--- src/rtl/vcmul_pkg.sv ---
package vcmul_pkg;

   // legal operand width: power of two, at least 2
   function automatic bit width_ok(input int unsigned w);
      return (w >= 2) && ((w & (w - 1)) == 0);
   endfunction

endpackage

--- src/rtl/rev_gates.sv ---
// Peres: (a,b,c) -> (a, a^b, (a&b)^c)
module rev_peres (
   input  logic a,
   input  logic b,
   input  logic c,
   output logic p,
   output logic q,
   output logic r
);
   assign p = a;
   assign q = a ^ b;
   assign r = (a & b) ^ c;
endmodule

// Feynman / CNOT: (a,b) -> (a, a^b)
module rev_feynman (
   input  logic a,
   input  logic b,
   output logic p,
   output logic q
);
   assign p = a;
   assign q = a ^ b;
endmodule

// HNG: (a,b,c,d) -> (a, b, a^b^c, ((a^b)&c)^(a&b)^d)
module rev_hng (
   input  logic a,
   input  logic b,
   input  logic c,
   input  logic d,
   output logic p,
   output logic q,
   output logic r,
   output logic s
);
   assign p = a;
   assign q = b;
   assign r = a ^ b ^ c;
   assign s = ((a ^ b) & c) ^ (a & b) ^ d;
endmodule

--- src/rtl/hng_rca.sv ---
// Ripple-carry adder: one HNG gate per bit, constant input tied low
module hng_rca #(
   parameter int unsigned W = 4
) (
   input  logic [W-1:0] x,
   input  logic [W-1:0] y,
   input  logic         cin,
   output logic [W-1:0] sum,
   output logic         cout
);
   logic [W:0]   cy;
   logic [W-1:0] unused_pa;
   logic [W-1:0] unused_pb;

   assign cy[0] = cin;

   for (genvar i = 0; i < W; i++) begin : g_bit
      rev_hng u_fa (
         .a(x[i]), .b(y[i]), .c(cy[i]), .d(1'b0),
         .p(unused_pa[i]), .q(unused_pb[i]),
         .r(sum[i]), .s(cy[i+1])
      );
   end

   assign cout = cy[W];
endmodule

--- src/rtl/vc_leaf.sv ---
// 2x2 cell from Peres gates: four constant inputs, nine garbage outputs
module vc_leaf (
   input  logic [1:0] a,
   input  logic [1:0] b,
   output logic [3:0] q
);
   logic x_cross, y_cross, all4;
   logic unused_g0, unused_g1, unused_g2, unused_g3, unused_g4;
   logic unused_g5, unused_g6, unused_g7, unused_g8;

   rev_peres u_ll (.a(a[0]), .b(b[0]), .c(1'b0),
                   .p(unused_g0), .q(unused_g1), .r(q[0]));
   rev_peres u_hl (.a(a[1]), .b(b[0]), .c(1'b0),
                   .p(unused_g2), .q(unused_g3), .r(x_cross));
   rev_peres u_lh (.a(a[0]), .b(b[1]), .c(1'b0),
                   .p(unused_g4), .q(unused_g5), .r(y_cross));
   // cross terms: xor gives bit 1, and gives the four-way product
   rev_peres u_mx (.a(x_cross), .b(y_cross), .c(1'b0),
                   .p(unused_g6), .q(q[1]), .r(all4));
   // high term folded with the four-way product
   rev_peres u_hh (.a(a[1]), .b(b[1]), .c(all4),
                   .p(unused_g7), .q(unused_g8), .r(q[2]));

   assign q[3] = all4;
endmodule

--- src/rtl/vc_unit.sv ---
// NxN unit: recursive split into four half-width products
module vc_unit #(
   parameter int unsigned N = 8
) (
   input  logic [N-1:0]   a,
   input  logic [N-1:0]   b,
   output logic [2*N-1:0] p
);
   if (N == 2) begin : g_leaf
      vc_leaf u_leaf (.a(a), .b(b), .q(p));
   end else begin : g_split
      localparam int unsigned H = N / 2;

      logic [N-1:0] ll, lh, hl, hh;
      logic [N-1:0] s1, s2, hi_add, top;
      logic         c1, c2, cmid;
      logic         unused_fy, unused_top_co;

      // all four sub-products in parallel
      vc_unit #(.N(H)) u_ll (.a(a[H-1:0]), .b(b[H-1:0]), .p(ll));
      vc_unit #(.N(H)) u_lh (.a(a[H-1:0]), .b(b[N-1:H]), .p(lh));
      vc_unit #(.N(H)) u_hl (.a(a[N-1:H]), .b(b[H-1:0]), .p(hl));
      vc_unit #(.N(H)) u_hh (.a(a[N-1:H]), .b(b[N-1:H]), .p(hh));

      // middle column: cross products plus upper half of ll
      hng_rca #(.W(N)) u_mid0 (.x(lh), .y(hl), .cin(1'b0),
                               .sum(s1), .cout(c1));
      hng_rca #(.W(N)) u_mid1 (.x(s1), .y(N'(ll[N-1:H])), .cin(1'b0),
                               .sum(s2), .cout(c2));

      // middle total stays below 2^(N+1): c1 and c2 never both set
      rev_feynman u_cm (.a(c1), .b(c2), .p(unused_fy), .q(cmid));

      assign hi_add = N'({cmid, s2[N-1:H]});

      hng_rca #(.W(N)) u_top (.x(hh), .y(hi_add), .cin(1'b0),
                              .sum(top), .cout(unused_top_co));

      assign p = {top, s2[H-1:0], ll[H-1:0]};
   end
endmodule

--- src/rtl/vcmul_top.sv ---
module vcmul_top #(
   parameter int unsigned W       = 8,
   parameter bit          OUT_REG = 1'b1
) (
   input  logic           clk,
   input  logic           rst_n,
   input  logic [W-1:0]   op_a,
   input  logic [W-1:0]   op_b,
   output logic [2*W-1:0] prod
);
   localparam int unsigned PW = 2 * W;

   if (!vcmul_pkg::width_ok(W)) begin : g_bad_width
      $error("vcmul_top: W must be a power of two and at least 2");
   end

   logic [PW-1:0] raw;

   vc_unit #(.N(W)) u_core (.a(op_a), .b(op_b), .p(raw));

   if (OUT_REG) begin : g_reg
      logic [PW-1:0] prod_q;
      always_ff @(posedge clk or negedge rst_n) begin
         if (!rst_n) prod_q <= '0;
         else        prod_q <= raw;
      end
      assign prod = prod_q;
   end else begin : g_comb
      assign prod = raw;
   end
endmodule

--- config.mk ---
export PLATFORM = sky130hd
export DESIGN_NAME = vcmul_top
export DESIGN_NICKNAME = d
export VERILOG_FILES = /design/src/rtl/vcmul_pkg.sv /design/src/rtl/rev_gates.sv /design/src/rtl/hng_rca.sv /design/src/rtl/vc_leaf.sv /design/src/rtl/vc_unit.sv /design/src/rtl/vcmul_top.sv
export SDC_FILE = /design/constraint.sdc
export NUM_CORES = 1
export LEC_CHECK = 0
export ABC_AREA = 1
export BUFFER_PORTS_ARGS = -buffer_cell sky130_fd_sc_hd__clkbuf_2
export CAP_MARGIN = 10
export CORE_MARGIN = 2
export CORE_UTILIZATION = 45
export CTS_BUF_LIST = sky130_fd_sc_hd__clkbuf_16
export DETAILED_ROUTE_END_ITERATION = 7
export GPL_ROUTABILITY_DRIVEN = 0
export PLACE_DENSITY = 0.57
export SYNTH_ARGS = -nofsm -noshare
export SYNTH_HDL_FRONTEND = slang
export SYNTH_HIERARCHICAL = 1
export SYNTH_SLANG_ARGS = --single-unit
--- constraint.sdc ---
create_clock -name clk -period 0.8 [get_ports clk]
set_input_delay 0.08 -clock clk [delete_from_list [all_inputs] [get_ports clk]]
set_output_delay 0.08 -clock clk [all_outputs]
set_load 0.1 [all_outputs]
======== Word level (Yosys, flattened, before mapping) ========
Cells that the tools add are included.
storage, ports and cells
  bits of input ports ..................... 18
  register bits after elaboration ......... 16
  output and inout bits ................... 16
operators by class
  bitwise logic cells ..................... 370
operators with widths
  operator           number
  1-bit bitwise AND  185
  1-bit bitwise XOR  185

======== Longest topological paths before layout ========
Gate-level depths: netlist (run 1).
  word-level depth ........................ 32
  depth in mapped cells ................... 71
  depth with buffers taken out ............ 71

======== Hierarchy ========
The synthesis (run 1) kept the hierarchy.
modules (own cells, without submodules)
  module                                                          cells an instance  times used  area each (µm²)  seq. area each (µm²)
  rev_hng (u_core.g_split.u_hh.g_split.u_top.g_bit[3].u_fa ...)   8                  61          53.8             0.0
  rev_peres                                                       7                  80          38.8             0.0
  rev_hng (u_core.g_split.u_hh.g_split.u_mid0.g_bit[0].u_fa ...)  12                 11          68.8             0.0
  vcmul_top                                                       16                 1           400.4            400.4
  vc_leaf                                                         2                  16          11.3             0.0
  rev_feynman                                                     6                  5           26.3             0.0
  hng_rca                                                         1                  15          3.8              0.0
  vc_unit (u_core ...)                                            1                  5           3.8              0.0

======== Worst setup path before layout (run 1) ========
OpenSTA, ideal clock, no wires.
  path kind ............................... input to register
  start ................................... in op_a[0]
  end ..................................... reg g_reg.prod_q[15], in the netlist prod[15]
  data arrival time ....................... 9,447 ps
  path slack .............................. -8,783 ps
  path buffers ............................ 0
  data required time ...................... 665 ps
  cell stages on the path ................. 47
  library setup time ...................... 135 ps
  cells stage by stage .................... ha_1 -> nand2_1 -> nand2_1 -> fa_1 -> nand2_1 -> nand2_1 -> fa_1 -> fa_1 -> nand2_1 -> nand2_1 -> fa_1 -> fa_1 -> nand2_1 -> nand2_1 -> fa_1 -> nand2_1 -> nand2_1 -> fa_1 -> [11 not listed] -> nand2_1 -> nand2_1 -> fa_1 -> nand2_1 -> nand2_1 -> fa_1 -> nand2_1 -> nand2_1 -> fa_1 -> nand2_1 -> nand2_1 -> fa_1 -> nand2_1 -> nand2_1 -> fa_1 -> nand2_1 -> nand2_1 -> fa_1
RTL lines
  item                                                RTL line         RTL
  from (decl)                                         vcmul_top.sv:7   input logic [W-1:0] op_a,
  1-bit bitwise AND *                                 rev_gates.sv:12  assign r = (a & b) ^ c;
  named net u_core.g_split.u_ll.g_split.lh[0]         vc_unit.sv:14    logic [N-1:0] ll, lh, hl, hh;
  1-bit bitwise AND *                                 rev_gates.sv:40  assign s = ((a ^ b) & c) ^ (a & b) ^ d;
  named net u_core.g_split.u_ll.g_split.u_mid0.cy[1]  hng_rca.sv:11    logic [W:0] cy;
  1-bit bitwise XOR *                                 rev_gates.sv:39  assign r = a ^ b ^ c;
  named net u_core.g_split.u_ll.g_split.s1[1]         vc_unit.sv:15    logic [N-1:0] s1, s2, hi_add, top;
  1-bit bitwise XOR                                   rev_gates.sv:40
  1-bit bitwise AND                                   rev_gates.sv:40
  [1 not listed]                                      n/a
  named net u_core.g_split.u_ll.g_split.u_mid1.cy[2]  hng_rca.sv:11
  [1 not listed]                                      n/a
  named net u_core.g_split.u_ll.g_split.s2[2]         vc_unit.sv:15
  [1 not listed]                                      n/a
  named net u_core.g_split.u_ll.g_split.u_top.cy[1]   hng_rca.sv:11
  [2 not listed]                                      n/a
  named net u_core.g_split.u_ll.g_split.u_top.cy[2]   hng_rca.sv:11
  [2 not listed]                                      n/a
  named net u_core.g_split.u_ll.g_split.u_top.cy[3]   hng_rca.sv:11
  [1 not listed]                                      n/a
  named net u_core.g_split.ll[7]                      vc_unit.sv:14
  [3 not listed]                                      n/a
  named net u_core.g_split.u_mid1.cy[4]               hng_rca.sv:11
  [1 not listed]                                      n/a
  named net u_core.g_split.s2[4]                      vc_unit.sv:15
  [1 not listed]                                      n/a
  named net u_core.g_split.u_top.cy[1]                hng_rca.sv:11
  [2 not listed]                                      n/a
  named net u_core.g_split.u_top.cy[2]                hng_rca.sv:11
  [2 not listed]                                      n/a
  named net u_core.g_split.u_top.cy[3]                hng_rca.sv:11
  [2 not listed]                                      n/a
  named net u_core.g_split.u_top.cy[4]                hng_rca.sv:11
  [1 not listed]                                      n/a
  1-bit bitwise XOR *                                 rev_gates.sv:40
  named net u_core.g_split.u_top.cy[5]                hng_rca.sv:11
  1-bit bitwise AND *                                 rev_gates.sv:40
  named net u_core.g_split.u_top.cy[6]                hng_rca.sv:11
  1-bit bitwise AND *                                 rev_gates.sv:40
  named net u_core.g_split.u_top.cy[7]                hng_rca.sv:11
  1-bit bitwise XOR *                                 rev_gates.sv:39
  named net raw[15]                                   vcmul_top.sv:17  logic [PW-1:0] raw;
  to (signal assigned)                                vcmul_top.sv:25  else prod_q <= raw;
  to (decl)                                           vcmul_top.sv:22  logic [PW-1:0] prod_q;
The timed path passes the listed nets; every way through them passes the cells marked *.

======== Worst setup path in the final report (run 1) ========
  start ................................... in op_a[0]
  end ..................................... reg g_reg.prod_q[15], in the netlist prod[15]
RTL lines
  item                                                              RTL line         RTL
  1-bit bitwise AND *                                               rev_gates.sv:12
  named net u_core.g_split.u_ll.g_split.u_ll.g_leaf.u_leaf.y_cross  vc_leaf.sv:7     logic x_cross, y_cross, all4;
  1-bit bitwise AND *                                               rev_gates.sv:12
  named net u_core.g_split.u_ll.g_split.ll[3]                       vc_unit.sv:14
  1-bit bitwise XOR *                                               rev_gates.sv:12
  named net u_core.g_split.u_ll.g_split.ll[2]                       vc_unit.sv:14
  1-bit bitwise AND *                                               rev_gates.sv:40
  named net u_core.g_split.u_ll.g_split.u_mid1.cy[1]                hng_rca.sv:11
  [2 not listed]                                                    n/a
  named net u_core.g_split.u_ll.g_split.u_mid1.cy[2]                hng_rca.sv:11
  [1 not listed]                                                    n/a
  named net u_core.g_split.u_ll.g_split.s2[2]                       vc_unit.sv:15
  [1 not listed]                                                    n/a
  named net u_core.g_split.ll[4]                                    vc_unit.sv:14
  [1 not listed]                                                    n/a
  named net u_core.g_split.u_mid1.cy[1]                             hng_rca.sv:11
  [2 not listed]                                                    n/a
  named net u_core.g_split.u_mid1.cy[2]                             hng_rca.sv:11
  [2 not listed]                                                    n/a
  named net u_core.g_split.u_mid1.cy[3]                             hng_rca.sv:11
  [2 not listed]                                                    n/a
  named net u_core.g_split.u_mid1.cy[4]                             hng_rca.sv:11
  [1 not listed]                                                    n/a
  named net u_core.g_split.u_mid1.cy[5]                             hng_rca.sv:11
  [1 not listed]                                                    n/a
  named net u_core.g_split.u_mid1.cy[6]                             hng_rca.sv:11
  [1 not listed]                                                    n/a
  named net u_core.g_split.u_mid1.cy[7]                             hng_rca.sv:11
  [1 not listed]                                                    n/a
  named net u_core.g_split.s2[7]                                    vc_unit.sv:15
  [3 not listed]                                                    n/a
  named net u_core.g_split.u_top.cy[4]                              hng_rca.sv:11
  [1 not listed]                                                    n/a
  1-bit bitwise XOR *                                               rev_gates.sv:40
  named net u_core.g_split.u_top.cy[5]                              hng_rca.sv:11
  1-bit bitwise AND *                                               rev_gates.sv:40
  named net u_core.g_split.u_top.cy[6]                              hng_rca.sv:11
  1-bit bitwise AND *                                               rev_gates.sv:40
  named net u_core.g_split.u_top.cy[7]                              hng_rca.sv:11
  1-bit bitwise XOR *                                               rev_gates.sv:39
  named net raw[15]                                                 vcmul_top.sv:17
Marks and branches as above.

==> flow_results.org, run 1 <==
** Status
- The flow ran to the end, but the final reports show violations.
- The final reports fail on negative setup slack.

** Setup path
- Most used cell, CP :: sky130_fd_sc_hd__nand2_2
- Sort of element at the end of the critical path :: flop
- Worst path bufs/invs :: 2
- Critical path start-end classification :: primary input to flop
- Worst Setup Start Kind :: primary input
- Data arrives at the worst endpoint at 9060 ps.
- Of all nets on the critical path, the largest fanout is 4.
- Critical Path Slowest Stage Cell :: sky130_fd_sc_hd__fa_2
- Family with the most delay on the worst path :: adder cells
- CP max stage delay :: 530 ps
- Critical Path RT :: 920 ps

** Timing
- Subtracting the final worst setup slack from the clock period gives 8940 ps.
- Max frequency :: 112 MHz
- Post-layout worst setup margin :: -8140 ps
- Final setup violation count :: 30
- The final-report max-slew violation count came to 0.
- Final-report hold violation count :: 0
- Final period util :: 1120%
- Setup repair after global routing missed its margin :: yes

** Layout
- Antenna diode count :: 0
- Fin util :: 64.2%
- After the last flow step, the layout net total stands at 1530.
- FILL cells :: 1298
- The area growth from synthesis to layout is 39.1%.
- Final cell area excluding filler cells :: 0.00851 mm²
- The post-route netlist has 14.8% of its cells at a drive strength greater than 1.
- The register with the most flip-flops in the layout has 16 of them.

** Detailed routing
- For this block, wires on met1 add up to 5.64 mm.
- Routed signal wires occupy layers up through met4.
- After detailed routing, the number of vias per cell comes to 3.39.
- In the routed design, unresolved DRC markers number 0.
- Met2 wire len :: 5.61 mm
- Routed Antenna Nets :: 0
- The detailed router placed 5196 vias in this run.
- Met3 WL :: 100 µm
- The detailed router finished its first iteration with 87 violations.
- First-pass iteration count of the detailed router :: 4
- Drt total wl :: 11.4 mm
- In the final routed layout, each cell accounts on average for 7.45 µm.

** Floorplanning
- Number of placement rows :: 42
- Core area :: 0.0132 mm²
- Starting density of the core :: 46.2%
- The die covers 0.0145 mm².
- From left edge to right edge, the die measures 121 µm.
- Top-level I/O count :: 34
- Die boundary height :: 121 µm

** Clock tree
- TritonCTS built the clock tree.
- Clock sink total :: 16
- CTS HTree Levels :: 1
- Root Buffer Master :: sky130_fd_sc_hd__clkbuf_16
- Max Buffers Root-to-Sink :: 2
- Clock-pin slew was measured on the worst setup and hold paths at 50 ps.
- TritonCTS created 3 clock buffers.

** Global routing
- Gr ovfl total :: 0
- The first global-routing pass estimated 20.5 mm of wire.
- Entering global routing, the biggest net connects 17 pins.
- Global routing used 17.7% of the available tracks.
- Via count of the first global-routing pass :: 4703
- Initial antenna violation count :: 0

** Placement
- DP Wirelength :: 10.4 mm
- At the placement stage, the worst setup path has a slack of -9000 ps.
- In this run the cell area measured after placement is 0.00817 mm².
- Input and output buffers added on the ports amount to 33.

** Synth
- Post-Syn Area :: 0.00612 mm²
- Synth Warn # :: 6
- Post-Syn Area per Cell :: 5.97 µm²
- Synthesis handed over a netlist of 1024 instances.

** Power and ir drop
- Leakage power of the design :: 5.02 nW
- The worst-case IR drop observed on VDD is 1.63 mV.
- Cell area power density :: 2860 mW/mm²

** Flow run
- Across the run, the number of max-cap violations was 0.

** Worst hold path
- Hold Crit Class :: primary input to asynchronous set/reset pin
[final timing paths]
| path | start | to | slack [ps] | depth (start not counted) |
|---|---|---|---|---|
| worst max-delay path | op_a[0] | prod[15] | -8140 | 53 |
| worst min-delay path | rst_n | prod[5] | 300 | 2 |
| max in group asynchronous | rst_n | prod[3] | 200 | 2 |
| min in group clk | op_b[1] | prod[1] | 440 | 5 |
[power breakdown]
part	leakage, nW	total [mW]	switching, mW	internal, mW
logic	4.81	21.5	12.2	9.29
clock network	0.0385	0.980	0.317	0.664
registers	0.172	1.81	0.301	1.51
[cells in the final DEF, fill, tap and decap left out]
master                            n
sky130_fd_sc_hd__dfrtp_2         15
sky130_fd_sc_hd__ha_2             1
sky130_fd_sc_hd__clkbuf_16        4
sky130_fd_sc_hd__buf_2            2
sky130_fd_sc_hd__buf_12          16
sky130_fd_sc_hd__nand2_1        427
sky130_fd_sc_hd__inv_2            5
sky130_fd_sc_hd__fa_2            50
sky130_fd_sc_hd__inv_1          343
sky130_fd_sc_hd__buf_4           51
sky130_fd_sc_hd__dfrtp_1          1
sky130_fd_sc_hd__clkbuf_2        11
sky130_fd_sc_hd__ha_1            67
sky130_fd_sc_hd__ha_4            12
sky130_fd_sc_hd__nand2_2         29
sky130_fd_sc_hd__fa_1            22
sky130_fd_sc_hd__clkinv_1         1
sky130_fd_sc_hd__buf_8            2
sky130_fd_sc_hd__conb_1         296
sky130_fd_sc_hd__dlygate4sd3_1    1
sky130_fd_sc_hd__clkbuf_8         2
sky130_fd_sc_hd__clkbuf_4         1
[repair_timing]
action / in CTS / in global routing
pin swaps: 38 / 10
endpoints found under the setup margin: 31 / 30
endpoints found under the hold margin: 16 / 0
setup buffers: 3 / 7
gates resized for setup: 22 / 31
hold buffers: 1 / 0
[area by class of cell]
cell class                      count  area, µm²  share of cell area, %
Inverter                          348       1310                   15.4
Clock buffer                        3       75.1                  0.882
Sequential cell                    16        419                   4.93
Clock inverter                      1       3.75                 0.0441
Multi-Input combinational cell    904       5620                   66.0
Tap cell                          176        220                   2.59
Timing Repair Buffer               87        868                   10.2
[metrics by stage]
step	TNS [ps]	total power, mW	hold slack, ps	instances
3_5_place_dp	-75510	22.6	27.5	1520
6_report	-68540	24.3	296	1535
5_1_grt	-72230	27.7	336	1535
3_3_place_gp	-74630	22.0	27.0	1520
2_1_floorplan	-42480	16.6	-216	1284
4_1_cts	-69820	23.9	300	1528
[metal layers]
metal,track usage (%),vias up
met2,31.9,23
met5,0,-
met4,2.83,0
li1,-,3067
met1,24.2,2101
met3,0.425,5
No activity file was read; power rests on OpenSTA's default activity.
==> run 2, diff against run 1 <==
--- a/config.mk
+++ b/config.mk
@@ -13,8 +13,9 @@
 export CTS_BUF_LIST = sky130_fd_sc_hd__clkbuf_16
 export DETAILED_ROUTE_END_ITERATION = 7
 export GPL_ROUTABILITY_DRIVEN = 0
-export PLACE_DENSITY = 0.57
+export PLACE_DENSITY = 0.6
+export SETUP_SLACK_MARGIN = 0.15
+export SKIP_CTS_REPAIR_TIMING = 1
 export SYNTH_ARGS = -nofsm -noshare
 export SYNTH_HDL_FRONTEND = slang
-export SYNTH_HIERARCHICAL = 1
 export SYNTH_SLANG_ARGS = --single-unit
==> run 2 against run 1 <==
- the flow finishes with violations (negative hold slack, negative setup slack)
- synthesized cell count is 67% lower
- core utilization is 1.3 points higher
- via count is 60% lower
- final cell count is 69% lower
- area after synthesis is 54% lower
- routed wire length is 53% lower
- maximum frequency is 66% higher
- sequential power is 7% lower
- critical path depth is 24 lower
- critical path type unchanged
- largest power group unchanged
==> flow_results.org, run 2 <==
** Detailed routing
- Drt total wl :: 5.39 mm
- After the first detailed-routing iteration, the DRC count stood at 55.
- The detailed router placed 2059 vias in this run.
- Dividing the detail-routed via count by the number of cells gives 4.34.
- The count of nets left with antenna violations once routing finished came out at 0.
- Routed length per instance :: 11.4 µm
- The first detailed-routing pass ran for 4 iterations.
- Post-route DRC :: 0

** Synth
- For this run, the leading register cell type out of synthesis is sky130_fd_sc_hd__dfrtp_1.
- Counting flops with an async set or reset pin after synthesis yields a share of 100%.
- Synthesis produced a netlist with a net count of 442.
- EDFF count, synth :: 0
- Leading cell types by total area after synthesis :: sky130_fd_sc_hd__fa_1 (27%), sky130_fd_sc_hd__ha_1 (20%), sky130_fd_sc_hd__inv_1 (16%)
- Of the synthesized area, sequential elements account for 14.2%.
- For this run, the number of Yosys warnings is 0.
- Number of distinct library cells after synthesis :: 12
- Synthesis produced a netlist whose cell count is 341.
- Of the post-synthesis cell area, the dominant cell type holds 27.0%.
- The synthesized design contains 16 register bits.
- In the post-synthesis netlist, the cell with the most instances is sky130_fd_sc_hd__inv_1.
- The synthesized netlist occupies a cell area of 0.00282 mm².
- Most common library cells after synthesis :: sky130_fd_sc_hd__inv_1 (122), sky130_fd_sc_hd__nand2_1 (76), sky130_fd_sc_hd__ha_1 (45), sky130_fd_sc_hd__fa_1 (38), sky130_fd_sc_hd__xor2_1 (17)
- Summed over all instances, the cell type with the most area after synthesis is sky130_fd_sc_hd__fa_1.
- Post-Syn Area per Cell :: 8.26 µm²

** Placement
- DP Wirelength :: 4.84 mm
- At the placement stage, the worst setup path has a slack of -4980 ps.
- The placed instances occupy a cell area of 0.00366 mm².
- Number of I/O port buffers :: 33

** Setup path
- The worst setup path is of the primary input to flop kind.
- In this design, the stage delay of the slowest critical-path cell is 460 ps.
- STA classifies the critical path endpoint as a flop.
- STA classifies the critical path startpoint as a primary input.
- STA puts the critical path data arrival time at 5530 ps.
- Most used cell, CP :: sky130_fd_sc_hd__fa_2
- Maximum fanout along the worst path :: 6
- STA puts the critical path data required time at 930 ps.
- The slowest stage of the critical path belongs to the cell sky130_fd_sc_hd__fa_1.

** Global routing
- M1 GR Usage :: 21.7%
- Initial antenna violation count :: 0
- Busiest grt layer :: met2
- Entering global routing, the biggest net connects 17 pins.
- The first global-routing pass estimated 9.24 mm of wire.
- Across every metal layer, demand over resource in global routing totals 16.4%.
- Met2 usage in global routing :: 29.3%
- The via count of the first global-routing pass is 2114.
- After global routing the overflow that remains totals 0.
- Global routing consumed, on the met3 layer, 0.994% of the routing resources.

** Layout
- Antenna diode count :: 0
- At the end of the flow, the number of nets in the layout was 502.
- In the layout the commonest cells are sky130_fd_sc_hd__inv_1 (98), sky130_fd_sc_hd__nand2_1 (68), sky130_fd_sc_hd__buf_4 (35).
- Area grow syn2layout :: 39.5%
- The post-route netlist has 39.1% of its cells at a drive strength greater than 1.
- Leading cell type in the layout, fill and taps excluded :: sky130_fd_sc_hd__inv_1
- Summing all non-filler instances in the final layout gives an area of 0.00393 mm².
- The filler cells instantiated in the layout total 472.
- The register with the most flip-flops in the layout has 16 of them.

** Floorplanning
- In this run the count of I/O pins placed on the die edge is 34.
- Die X-Extent :: 83.1 µm
- The core region is 0.00599 mm².
- The initial utilization of the core area, before any placement, comes to 47.0%.
- The floorplan step defined a die boundary enclosing 0.00690 mm².
- Number of placement rows :: 28
- Die boundary height :: 83.1 µm

** Clock tree
- Clock-pin slew on the worst setup and hold paths :: 40 ps
- Clock tree from TritonCTS :: yes
- Number of buffers created by CTS :: 3
- Max Buffers Root-to-Sink :: 2
- CTS saw 16 sinks.
- CTS HTree Levels :: 1
- Root Buffer Master :: sky130_fd_sc_hd__clkbuf_16

** Status
- Violated checks :: negative hold slack, negative setup slack
- Status :: complete, but fails checks

** Power and ir drop
- The clock network burns 8.4% of the power.
- In this run switching power makes up 49.6% of total power.
- Leakage power of the design :: 2.22 nW
- For this design the ratio of total power to cell area is 2750 mW/mm².
- VDD sags by at most 3.52 mV.
- Internal :: 5.45 mW
- Relative contribution of sequential cells to total power :: 15.6%
- Part of the total power dissipated in combinational logic :: 76.0%
- Net switching power figure :: 5.35 mW

** Timing
- Headroom to the max-slew limit :: 75.9%
- Setup violations remaining at the end of the flow were counted as 30.
- Setup repair after global routing could not meet its margin everywhere.
- Tightest Pin Transition :: 361 ps
- In the post-route analysis, the smallest setup slack over all paths is -4600 ps.
- The worst path in the final design needs a cycle of 5400 ps, including I/O delays and setup.
- Hold timing on the final database bottoms out at a slack of -255 ps.
- Based on the critical path, the design can be clocked at up to 185 MHz.
- Final period util :: 675%
- The final-report max-slew violation count is 0.
- Final-report hold violation count :: 16

** Worst hold path
- The path class of the tightest hold or removal check is primary input to asynchronous set/reset pin.

** Flow run
- Number of violations of the max-capacitance limit :: 0
## run 2: critical path: cells and delay by family
kind                     cells  cell delay, ps
adder cells (fa/ha/maj)     17            4810
AND/OR/NAND/NOR              3             140
buffers and inverters        9             520
## run 2: cell type report
cell class              count  area, µm²  area share (%)
clock buffers               3       75.1            1.91
inverters                 122        458            11.7
multi-input cells         187       2070            52.7
flip-flops and latches     16        460            11.7
well taps                  75       93.8            2.39
repair buffers             71        769            19.6
## run 2: power by group through the flow
stage          Sequential [mW]  Combinational (mW)  Clock, mW
6_report                  1.69                8.21      0.902
5_1_grt                   1.72                9.00      0.976
4_1_cts                   1.70                7.92      0.924
3_5_place_dp              1.71                7.86          0
3_3_place_gp              1.70                7.70          0
2_1_floorplan             4.00                3.11          0
## run 2: path summary, 6_finish.rpt
path | from | to | slack [ps] | depth (start not counted)
max in group asynchronous | rst_n | prod[3] | 760 | 1
min in group clk | op_b[0] | prod[0] | 170 | 4
worst min-delay path | rst_n | prod[13] | -250 | 1
worst max-delay path | op_a[2] | prod[15] | -4600 | 29
## run 2: metal layers
metal | wire [µm] | part of all wire [%] | vias up
met2 | 2680 | 50 | 29
met4 | 56 | 1.0 | 0
li1 | - | - | 1055
met5 | 0 | 0 | -
met3 | 117 | 2.2 | 5
met1 | 2530 | 47 | 970
## run 2: per-stage QoR
stage / power, mW / hold WS (ps) / cells / setup TNS [ps] / utilization, %
after CTS: 10.5 / -246 / 469 / -45790 / 62.4
after global routing: 11.7 / -230 / 474 / -45890 / 65.5
after global placement: 9.39 / 3.43 / 466 / -46050 / 61.2
final: 10.8 / -255 / 474 / -44100 / 65.5
after detailed placement: 9.57 / 6.66 / 466 / -46690 / 61.2
after floorplan: 7.11 / -216 / 341 / -43460 / -
## run 2: kinds of logic (layout without fill, tap and decap cells)
kind of cell / after synthesis / after routing / share of synthesized area, %
buffers and inverters: 138 / 196 / 20.9
and+or+nand+nor: 85 / 85 / 12.0
adders and majority gates: 83 / 83 / 47.0
xor gates and xnor gates: 19 / 19 / 5.91
DFF: 16 / 16 / 14.2
==> run 3, diff against run 2 <==
--- a/config.mk
+++ b/config.mk
@@ -13,6 +13,7 @@
 export CTS_BUF_LIST = sky130_fd_sc_hd__clkbuf_16
 export DETAILED_ROUTE_END_ITERATION = 7
 export GPL_ROUTABILITY_DRIVEN = 0
+export MAX_ROUTING_LAYER = met4
 export PLACE_DENSITY = 0.6
 export SETUP_SLACK_MARGIN = 0.15
 export SKIP_CTS_REPAIR_TIMING = 1
==> constraint.sdc (replaced) <==
create_clock -name clk -period 0.8 [get_ports clk]
set_input_delay 0.04 -clock clk [delete_from_list [all_inputs] [get_ports clk]]
set_output_delay 0.04 -clock clk [all_outputs]
set_load 0.1 [all_outputs]
==> run 3 against run 2 <==
- the flow finishes with violations (negative setup slack)
- clock power rose by 2.5%
- clock-buffer cell count did not move
- combinational power rose by 0.9%
- power rose by 0.87%
- critical endpoint unchanged
- worst setup slack improved by 13 ps
- sequential power barely moved
- largest cell class unchanged
- non-clock buffer count did not move
- largest power group unchanged
==> flow_results.org, run 3 (synthesis results as in run 2) <==
** Status
- The run finished, with violations left.
- The final reports fail on negative setup slack.

** Layout
- Leaving out fill and tap cells, the most frequent cell in the layout is sky130_fd_sc_hd__inv_1.
- Of the cells placed in the final design, the portion with a size suffix greater than 1 is 37.6%.
- Commonest non-fill, non-tap cells in the layout :: sky130_fd_sc_hd__inv_1 (101), sky130_fd_sc_hd__nand2_1 (69), sky130_fd_sc_hd__buf_4 (33)
- Cells fill 65.2% of the core in the end.
- For this run, the post-layout net count is 502.
- Area grow syn2layout :: 38.8%
- The register with the most flip-flops in the layout has 16 of them.
- For this run, the number of standard cells in the final layout without fillers is 474.
- Summing all multi-input logic gate instances after layout gives 0.00205 mm².
- Antenna diode count :: 0
- FILL cells :: 481
- Register Area :: 460 µm²

** Power and ir drop
- Leakage power of the design :: 2.22 nW
- Across the VDD grid, the largest voltage drop is 4.10 mV.
- Cell area power density :: 2790 mW/mm²

** Global routing
- Pin count of the biggest net entering global routing :: 17
- Initial antenna violation count :: 0
- Via count of the first global-routing pass :: 2167
- Global-route usage over all layers :: 17.3%
- Gr ovfl total :: 0
- Global-route wire length before repair :: 9.31 mm

** Setup path
- Timing startpoint of the critical path :: op_b[2]
- On the worst path, the slowest cell contributes a delay of 470 ps.
- Most used cell, CP :: sky130_fd_sc_hd__fa_2
- On the critical path, the stage with the largest delay is an instance of sky130_fd_sc_hd__fa_1.
- Critical path start-end classification :: primary input to flop
- Maximum fanout along the worst path :: 4
- Sort of element at the end of the critical path :: flop
- The worst setup path is launched from a primary input.
- Critical Path RT :: 930 ps
- Data arrival, critical path :: 5520 ps

** Clock tree
- Clock tree from TritonCTS :: yes
- Number of buffers created by CTS :: 3
- Root Buffer Master :: sky130_fd_sc_hd__clkbuf_16
- Max Buffers Root-to-Sink :: 2
- Clock sink total :: 16
- CTS built an H-tree with a depth of 1.
- After clock tree synthesis, the clock-pin slew on the worst setup and hold paths is 40 ps.

** Placement
- In this run the tool buffered the top-level ports with 33 buffer cells.
- The number of placed instances, taps included, is 466.
- The HPWL after detailed placement is 4.84 mm.
- Timing analysis after detailed placement gives a worst setup slack of -4950 ps.

** Detailed routing
- Routed length per instance :: 11.4 µm
- Before antenna repair, the detailed router went through 4 iterations.
- Post-route DRC :: 0
- Routed Antenna Nets :: 0
- After detailed routing, the number of vias per cell comes to 4.32.
- Drt total wl :: 5.40 mm
- DR vias :: 2049
- The detailed router finished its first iteration with 47 violations.

** Floorplanning
- Measured along the y axis, the die boundary spans 83.1 µm.
- In this run the count of I/O pins placed on the die edge is 34.
- Row generation in the floorplan step produced 28 rows.
- In this run the horizontal extent of the chip is 83.1 µm.
- Core area :: 0.00599 mm²
- Starting density of the core :: 47.0%
- Area of the die :: 0.00690 mm²

** Timing
- The final-report max-slew violation count came to 0.
- Adding up every negative setup slack in the final design gives -43310 ps.
- For this run, the top clock speed supported by timing is 186 MHz.
- Tightest Pin Transition :: 360 ps
- Setup repair after global routing missed its margin :: yes
- Min Tclk post-route :: 5390 ps
- Final setup violation count :: 30
- Final-report hold violation count :: 0
- Post-layout worst setup margin :: -4590 ps
- The worst pin sits at a relative slew slack of 76.0%.
- In the finished design, the share of the clock period the worst path needs comes to 674%.

** Flow run
- Number of violations of the max-capacitance limit :: 0

** Worst hold path
- Hold Crit Class :: primary input to flop
- The startpoint identified for the worst hold timing path is op_b[0].
-- run 3: cell types whose count changed in the layout (fill, tap and decap cells not counted), sizes merged --
cell and change:
buf -1, dlygate4sd3 +1
-- run 3: where the power goes --
part / switching [mW] / internal (mW)
registers: 0.257 / 1.43
logic: 4.88 / 3.40
clock network: 0.273 / 0.652
total: 5.41 / 5.48
-- run 3: worst paths after layout --
path	cells past startpoint	endpoint	slack [ps]
setup / recovery	29	prod[15]	-4590
hold / removal	4	prod[0]	120
min in group asynchronous	2	prod[13]	260
max in group asynchronous	2	prod[2]	250
-- run 3: metrics by stage --
stage / area, µm² / hold slack, ps / total power [mW]
after floorplan: 3080 / -256 / 7.11
after global placement: 3660 / -36.5 / 9.39
after detailed placement: 3660 / -32.8 / 9.58
after CTS: 3740 / -291 / 10.6
after global routing: 3910 / 143 / 11.8
final: 3910 / 121 / 10.9
-- run 3: final cells by class --
| class | instances | share of cell area [%] |
|---|---|---|
| Multi-Input combinational cell | 187 | 52.6 |
| Sequential cell | 16 | 11.8 |
| Inverter | 122 | 11.8 |
| Clock buffer | 3 | 1.92 |
| Timing Repair Buffer | 71 | 19.5 |
| Tap cell | 75 | 2.40 |
-- run 3: routing by layer --
metal / vias to the layer above / share of wire [%] / track usage (%)
li1: 1054 / - / -
met1: 945 / 45 / 20.8
met2: 35 / 50 / 29.8
met3: 15 / 2.2 / 1.29
met4: 0 / 3.1 / 7.45
met5: - / 0 / -
-- run 3: worst max-delay path: cells and delay by family --
| kind | cells | cell delay (ps) |
|---|---|---|
| adders and majority gates | 17 | 4790 |
| buffers and inverters | 9 | 550 |
| and+or+nand+nor | 3 | 150 |
